--- src/rtl/walk_pkg.sv ---
// Shared types for the nested walker: controller states and the table
// dimension currently being walked. Assumes nothing beyond IEEE 1800-2017.
package walk_pkg;
    typedef enum logic [1:0] {
        ST_IDLE  = 2'd0,
        ST_ISSUE = 2'd1,
        ST_WAIT  = 2'd2
    } walk_state_t;

    typedef enum logic {
        DIM_GUEST = 1'b0,
        DIM_HOST  = 1'b1
    } walk_dim_t;
endpackage

--- src/rtl/walk_addr_gen.sv ---
// Entry address composer. Picks the address being translated (the
// guest-virtual address in the guest dimension, the current guest-physical
// address in the second-level dimension) and the level index, and forms
// table frame * page size + entry size * index.
// Assumes table frames are page aligned, so no carry reaches the frame bits.
module walk_addr_gen
    import walk_pkg::*;
#(
    parameter int LEVELS = 4,
    parameter int IDX_W  = 9,
    parameter int PAGE_W = 12,
    parameter int PA_W   = 52,
    parameter int ENT_LG = 3,
    localparam int VA_W  = PAGE_W + IDX_W * LEVELS,
    localparam int FR_W  = PA_W - PAGE_W,
    localparam int LVL_W = $clog2(LEVELS)
) (
    input  walk_dim_t           dim,
    input  logic [LVL_W-1:0]    glvl,
    input  logic [LVL_W-1:0]    slvl,
    input  logic [VA_W-1:0]     gva,
    input  logic [PA_W-1:0]     cur_gpa,
    input  logic [FR_W-1:0]     table_frame,
    output logic [PA_W-1:0]     addr
);
    logic [VA_W-1:0]  src;
    logic [LVL_W-1:0] lvl;
    logic [IDX_W-1:0] idx;
    logic             unused_hi;

    assign unused_hi = ^cur_gpa[PA_W-1:VA_W];

    // Select the source address and level, slice the index, compose address.
    always_comb begin
        src  = (dim == DIM_GUEST) ? gva : cur_gpa[VA_W-1:0];
        lvl  = (dim == DIM_GUEST) ? glvl : slvl;
        idx  = src[PAGE_W + IDX_W * lvl +: IDX_W];
        addr = {table_frame, {PAGE_W{1'b0}}} + PA_W'({idx, {ENT_LG{1'b0}}});
    end
endmodule

--- src/rtl/walk_ctrl.sv ---
// Walk sequencer. Runs a second-level descent for the guest root, then for
// every guest pointer, and finally for the data address, interleaving one
// guest entry read after each intermediate descent. It holds one memory read
// in flight, counts reads, and ends early on a non-present entry.
// Assumes the memory returns exactly one response per accepted read.
module walk_ctrl
    import walk_pkg::*;
#(
    parameter int LEVELS = 4,
    parameter int IDX_W  = 9,
    parameter int PAGE_W = 12,
    parameter int PA_W   = 52,
    parameter int ENT_W  = 64,
    localparam int VA_W      = PAGE_W + IDX_W * LEVELS,
    localparam int FR_W      = PA_W - PAGE_W,
    localparam int LVL_W     = $clog2(LEVELS),
    localparam int MAX_READS = (LEVELS + 1) * (LEVELS + 1) - 1,
    localparam int CNT_W     = $clog2(MAX_READS + 1)
) (
    input  logic              clk,
    input  logic              rst_n,
    input  logic              req_valid,
    output logic              req_ready,
    input  logic [VA_W-1:0]   req_gva,
    input  logic [PA_W-1:0]   req_groot,
    input  logic [PA_W-1:0]   req_sroot,
    output logic              mem_req_valid,
    input  logic              mem_req_ready,
    input  logic              mem_rsp_valid,
    input  logic [ENT_W-1:0]  mem_rsp_data,
    output walk_dim_t         dim,
    output logic [LVL_W-1:0]  glvl,
    output logic [LVL_W-1:0]  slvl,
    output logic [VA_W-1:0]   gva,
    output logic [PA_W-1:0]   cur_gpa,
    output logic [FR_W-1:0]   table_frame,
    output logic              walk_done,
    output logic              walk_fault,
    output logic              fault_host,
    output logic [LVL_W-1:0]  fault_level,
    output logic [FR_W-1:0]   hpa_frame,
    output logic [CNT_W-1:0]  access_count
);
    localparam logic [LVL_W-1:0] LVL_TOP = LVL_W'(LEVELS - 1);

    walk_state_t      state_q;
    walk_dim_t        dim_q;
    logic [LVL_W-1:0] glvl_q, slvl_q, flvl_q;
    logic [VA_W-1:0]  gva_q;
    logic [PA_W-1:0]  gpa_q;
    logic [FR_W-1:0]  tframe_q, sroot_q, hframe_q;
    logic             final_q, done_q, fault_q, fhost_q;
    logic [CNT_W-1:0] count_q;
    logic             present;
    logic [FR_W-1:0]  ent_frame;
    logic             unused_bits;

    assign present     = mem_rsp_data[0];
    assign ent_frame   = mem_rsp_data[PA_W-1:PAGE_W];
    assign unused_bits = ^{mem_rsp_data[ENT_W-1:PA_W], mem_rsp_data[PAGE_W-1:1],
                           req_groot[PAGE_W-1:0], req_sroot[PAGE_W-1:0]};

    // Walk state machine: accept, issue one read, consume its entry.
    always_ff @(posedge clk) begin
        if (!rst_n) begin
            state_q  <= ST_IDLE;
            dim_q    <= DIM_HOST;
            glvl_q   <= '0;
            slvl_q   <= '0;
            flvl_q   <= '0;
            gva_q    <= '0;
            gpa_q    <= '0;
            tframe_q <= '0;
            sroot_q  <= '0;
            hframe_q <= '0;
            final_q  <= 1'b0;
            done_q   <= 1'b0;
            fault_q  <= 1'b0;
            fhost_q  <= 1'b0;
            count_q  <= '0;
        end else begin
            done_q <= 1'b0;
            case (state_q)
                ST_IDLE: begin
                    if (req_valid) begin
                        gva_q    <= req_gva;
                        gpa_q    <= {req_groot[PA_W-1:PAGE_W], {PAGE_W{1'b0}}};
                        sroot_q  <= req_sroot[PA_W-1:PAGE_W];
                        tframe_q <= req_sroot[PA_W-1:PAGE_W];
                        dim_q    <= DIM_HOST;
                        glvl_q   <= LVL_TOP;
                        slvl_q   <= LVL_TOP;
                        final_q  <= 1'b0;
                        count_q  <= '0;
                        state_q  <= ST_ISSUE;
                    end
                end
                ST_ISSUE: begin
                    if (mem_req_ready) begin
                        count_q <= count_q + CNT_W'(1);
                        state_q <= ST_WAIT;
                    end
                end
                ST_WAIT: begin
                    if (mem_rsp_valid) begin
                        if (!present) begin
                            done_q   <= 1'b1;
                            fault_q  <= 1'b1;
                            fhost_q  <= (dim_q == DIM_HOST);
                            flvl_q   <= (dim_q == DIM_HOST) ? slvl_q : glvl_q;
                            hframe_q <= '0;
                            state_q  <= ST_IDLE;
                        end else if (dim_q == DIM_HOST) begin
                            if (slvl_q != '0) begin
                                tframe_q <= ent_frame;
                                slvl_q   <= slvl_q - LVL_W'(1);
                                state_q  <= ST_ISSUE;
                            end else if (final_q) begin
                                done_q   <= 1'b1;
                                fault_q  <= 1'b0;
                                fhost_q  <= 1'b0;
                                flvl_q   <= '0;
                                hframe_q <= ent_frame;
                                state_q  <= ST_IDLE;
                            end else begin
                                tframe_q <= ent_frame;
                                dim_q    <= DIM_GUEST;
                                state_q  <= ST_ISSUE;
                            end
                        end else begin
                            tframe_q <= sroot_q;
                            dim_q    <= DIM_HOST;
                            slvl_q   <= LVL_TOP;
                            state_q  <= ST_ISSUE;
                            if (glvl_q == '0) begin
                                gpa_q   <= {ent_frame, gva_q[PAGE_W-1:0]};
                                final_q <= 1'b1;
                            end else begin
                                gpa_q  <= {ent_frame, {PAGE_W{1'b0}}};
                                glvl_q <= glvl_q - LVL_W'(1);
                            end
                        end
                    end
                end
                default: state_q <= ST_IDLE;
            endcase
        end
    end

    // Drive outputs from the registered walk state.
    always_comb begin
        req_ready     = (state_q == ST_IDLE);
        mem_req_valid = (state_q == ST_ISSUE);
        dim           = dim_q;
        glvl          = glvl_q;
        slvl          = slvl_q;
        gva           = gva_q;
        cur_gpa       = gpa_q;
        table_frame   = tframe_q;
        walk_done     = done_q;
        walk_fault    = fault_q;
        fault_host    = fhost_q;
        fault_level   = flvl_q;
        hpa_frame     = hframe_q;
        access_count  = count_q;
    end
endmodule

--- src/rtl/gva_hpa_walker.sv ---
// Nested page walker top. Joins the sequencer, which holds all state, to the
// address composer, which turns that state into the entry address of the
// next read. Assumes a memory that accepts single-word reads and answers
// each one in order.
module gva_hpa_walker #(
    parameter int LEVELS = 4,
    parameter int IDX_W  = 9,
    parameter int PAGE_W = 12,
    parameter int PA_W   = 52,
    parameter int ENT_W  = 64,
    localparam int VA_W      = PAGE_W + IDX_W * LEVELS,
    localparam int FR_W      = PA_W - PAGE_W,
    localparam int LVL_W     = $clog2(LEVELS),
    localparam int MAX_READS = (LEVELS + 1) * (LEVELS + 1) - 1,
    localparam int CNT_W     = $clog2(MAX_READS + 1)
) (
    input  logic              clk,
    input  logic              rst_n,
    input  logic              req_valid,
    output logic              req_ready,
    input  logic [VA_W-1:0]   req_gva,
    input  logic [PA_W-1:0]   req_groot,
    input  logic [PA_W-1:0]   req_sroot,
    output logic              mem_req_valid,
    input  logic              mem_req_ready,
    output logic [PA_W-1:0]   mem_req_addr,
    input  logic              mem_rsp_valid,
    input  logic [ENT_W-1:0]  mem_rsp_data,
    output logic              walk_done,
    output logic              walk_fault,
    output logic              fault_host,
    output logic [LVL_W-1:0]  fault_level,
    output logic [FR_W-1:0]   hpa_frame,
    output logic [CNT_W-1:0]  access_count
);
    walk_pkg::walk_dim_t dim;
    logic [LVL_W-1:0]    glvl, slvl;
    logic [VA_W-1:0]     gva;
    logic [PA_W-1:0]     cur_gpa;
    logic [FR_W-1:0]     table_frame;

    walk_ctrl #(
        .LEVELS (LEVELS),
        .IDX_W  (IDX_W),
        .PAGE_W (PAGE_W),
        .PA_W   (PA_W),
        .ENT_W  (ENT_W)
    ) i_ctrl (
        .clk           (clk),
        .rst_n         (rst_n),
        .req_valid     (req_valid),
        .req_ready     (req_ready),
        .req_gva       (req_gva),
        .req_groot     (req_groot),
        .req_sroot     (req_sroot),
        .mem_req_valid (mem_req_valid),
        .mem_req_ready (mem_req_ready),
        .mem_rsp_valid (mem_rsp_valid),
        .mem_rsp_data  (mem_rsp_data),
        .dim           (dim),
        .glvl          (glvl),
        .slvl          (slvl),
        .gva           (gva),
        .cur_gpa       (cur_gpa),
        .table_frame   (table_frame),
        .walk_done     (walk_done),
        .walk_fault    (walk_fault),
        .fault_host    (fault_host),
        .fault_level   (fault_level),
        .hpa_frame     (hpa_frame),
        .access_count  (access_count)
    );

    walk_addr_gen #(
        .LEVELS (LEVELS),
        .IDX_W  (IDX_W),
        .PAGE_W (PAGE_W),
        .PA_W   (PA_W),
        .ENT_LG ($clog2(ENT_W / 8))
    ) i_addr (
        .dim         (dim),
        .glvl        (glvl),
        .slvl        (slvl),
        .gva         (gva),
        .cur_gpa     (cur_gpa),
        .table_frame (table_frame),
        .addr        (mem_req_addr)
    );
endmodule

--- config.mk ---
export PLATFORM = sky130hd
export DESIGN_NAME = gva_hpa_walker
export DESIGN_NICKNAME = d
export VERILOG_FILES = /design/src/rtl/walk_pkg.sv /design/src/rtl/walk_addr_gen.sv /design/src/rtl/walk_ctrl.sv /design/src/rtl/gva_hpa_walker.sv
export SDC_FILE = /design/constraint.sdc
export NUM_CORES = 1
export LEC_CHECK = 0
export ABC_CLOCK_PERIOD_IN_PS = 3500
export BUFFER_PORTS_ARGS = -buffer_cell sky130_fd_sc_hd__buf_4
export CORE_UTILIZATION = 40
export CTS_CLUSTER_DIAMETER = 80
export CTS_CLUSTER_SIZE = 24
export DETAILED_ROUTE_END_ITERATION = 8
export PLACE_DENSITY = 0.7
export SYNTH_ARGS = -nofsm -noshare
export SYNTH_HDL_FRONTEND = slang
export SYNTH_HIERARCHICAL = 1
export SYNTH_SLANG_ARGS = --single-unit
export TNS_END_PERCENT = 20
--- constraint.sdc ---
create_clock -name clk -period 3.5 [get_ports clk]
set_input_delay 0.7 -clock clk [delete_from_list [all_inputs] [get_ports clk]]
set_output_delay 0.7 -clock clk [all_outputs]
set_load 0.1 [all_outputs]
==> impl_metrics.py <==
metrics = {
    "yosys": {
        "syn_area_um2": 9793,
        "synth_area_per_cell_um2": 8.181,
        "syn_inst": 1197,
        "yosys_warnings": 6,
    },
    "clocking": {
        "clk_pin_slew_ps": 100,
        "cts_tree": "done",
        "clk_latency_ps": 480,
        "cts.sinks": 210,
        "numCtsBuffers": 14,
        "htree_levels": 1,
        "clockBufferDepth": 3,
        "ctsResizeCount": 0,
        "hold_buffers": 0,
        "root_buffer": "clkbuf_16",
        "cts_setup_buffers": 0,
    },
    "setup_path": {
        "crit_family": "buffers and inverters",
        "crit_slowest_cell": "buf_4",
        "crit_path_max_fanout": 61,
        "path_common_cell": "buf_4",
        "reg2reg_slack_ps": 880,
        "critPathMaxStageDelay_ps": 730,
        "cp_num_buf_inv": 2,
        "crit_path_start_kind": "register",
        "cp-end-kind": "primary output",
        "setup.worst_path.class": "reg2out",
        "worstPathArrival_ps": 2360,
        "crit_required_ps": 2800,
        "path_cells": "buf_4 > mux4_1 > buf_4",
    },
    "finish": {
        "drive_gt1_share_pct": 25.41,
        "nets": 1556,
        "antenna_cells": 0,
        "n_fill_cell": 2263,
        "fin_util_pct": 50.18,
        "syn_to_final_growth_pct": 21.72,
    },
    "drt": {
        "route.vias.total": 8661,
        "via_per_inst": 5.227,
        "drt.antenna.violating_nets": 0,
        "wirelength_um": 28590,
        "avgRoutedWirePerCell_um": 17.25,
        "drt_iter0_markers": 590,
        "drt_first_pass_iters": 5,
        "route.detailed.drc": 0,
    },
    "power_and_ir_drop": {
        "power.density_nw_per_um2": 496.7,
        "p_leak_nw": 5.169,
        "peakVddDrop_uv": 264.6,
    },
    "die": {
        "die-area_um2": 25110,
        "fp.dieH_um": 158.5,
        "die_w_um": 158.5,
        "num_rows": 56,
        "initial_core_util_pct": 41.23,
        "coreArea_um2": 23750,
        "pin_count": 325,
    },
    "sta": {
        "rsz0062_at_grt": "false",
        "fin_crit_sh_pct": 87.32,
        "fmax_mhz": 327.2,
        "slew_viol_final": 0,
        "tightestPinTransition_ps": 1024,
        "finalClockSkew_ps": 13.68,
        "setup_viol": 0,
        "hold_violations": 0,
        "relSlewSlack_pct": 31.75,
        "period_minus_slack_ps": 3056,
        "fin_tns_setup_ps": 0,
    },
    "global_route": {
        "grt_max_degree": 84,
        "grt_pass1_vias": 7881,
        "grt_pass1_wl_um": 43040,
        "grt_usage_pct": 21.95,
        "antenna_found_initial": 2,
        "grt_overflow": 0,
    },
    "run": {
        "maxCapViolations": 0,
    },
    "placement": {
        "dpl.hpwl_um": 19550,
        "port_buffers": 258,
        "gp_congestion": 0.8029,
    },
    "hold_path": {
        "hp-class": "in2reg",
    },
    "outcome": {
        "status": "complete, no violations",
    },
}
cell type report:
class | count | area, um2 | share of cell area, %
clock buffer | 17 | 392.9 | 3.296
clock inverter | 6 | 63.81 | 0.5353
inverter | 7 | 28.78 | 0.2414
multi-input combinational | 823 | 4713 | 39.54
sequential | 210 | 4208 | 35.30
tap | 319 | 399.1 | 3.348
timing repair buffer | 275 | 2115 | 17.74
per-layer routing:
layer  part of all wire (%)  track usage [%]  vias to the layer above  routed length (um)
li1                       -                -                     4318                   -
met1                     45            29.49                     4049               12890
met2                     46            35.57                      268               13020
met3                    7.2            4.709                       26                2061
met4                    2.2            5.586                        0                 619
met5                      0                0                        -                   0
metrics by stage:
stage / hold WS [ps] / setup slack [ps] / instances / area [um2] / power [mW]
after global placement: 437.1 / 869.8 / 1634 / 11460 / 4.220
after detailed placement: 439.7 / 817.6 / 1634 / 11460 / 4.239
final: 449.8 / 443.8 / 1657 / 11920 / 5.920
after CTS: 434.1 / 409.5 / 1657 / 11920 / 5.984
after floorplan: 428.8 / 859.0 / 1199 / 9801 / 3.856
after global routing: 432.0 / 369.2 / 1657 / 11920 / 6.182
flip-flops by register name (all words and copies together), names as in the netlist, 2 cells and up:
name	flops
i_ctrl/table_frame	40
i_ctrl/access_count	5
i_ctrl/glvl	2
i_ctrl/state_q	2
i_ctrl/gva	36
i_ctrl/fault_level	2
i_ctrl/sroot_q	40
i_ctrl/cur_gpa	36
i_ctrl/hpa_frame	40
i_ctrl/slvl	2
where the power goes:
group          switching (mW)  internal, mW
sequential             0.0976          2.55
clock                   0.907         0.835
combinational            1.05         0.482
tightest hold or removal path, delay by kind of cell:
| kind | cells | cell delay (ps) |
|---|---|---|
| and+or+nand+nor | 1 | 50 |
| AOI/OAI and AO/OA | 1 | 50 |
| buffers and inverters | 1 | 110 |
cell usage in the layout, fill, tap and decap left out, types with 4 or more instances in the layout:
master       n
a211o_1     40
a21oi_1    124
a311oi_1    36
buf_12       4
buf_4      271
clkbuf_16   15
dfxtp_1    209
ha_1         4
inv_1        6
mux2_1       9
mux2_2      27
mux2i_1     41
mux4_2       6
nand2_1    319
nand3_1      5
nand4_1     44
nor2_1      86
o21ai_0     11
o21ai_1     37
path summary, 6_finish.rpt:
check	from	depth (start not counted)	endpoint
setup / recovery	i_ctrl/dim	3	mem_req_addr[7]
hold / removal	req_sroot[32]	3	i_ctrl/sroot_q[20]
setup reg to reg	i_ctrl/dim	6	i_ctrl/hpa_frame[35]
hold reg to reg	i_ctrl/hpa_frame[29]	2	i_ctrl/hpa_frame[29]
Power figures use the tool's default switching activity.
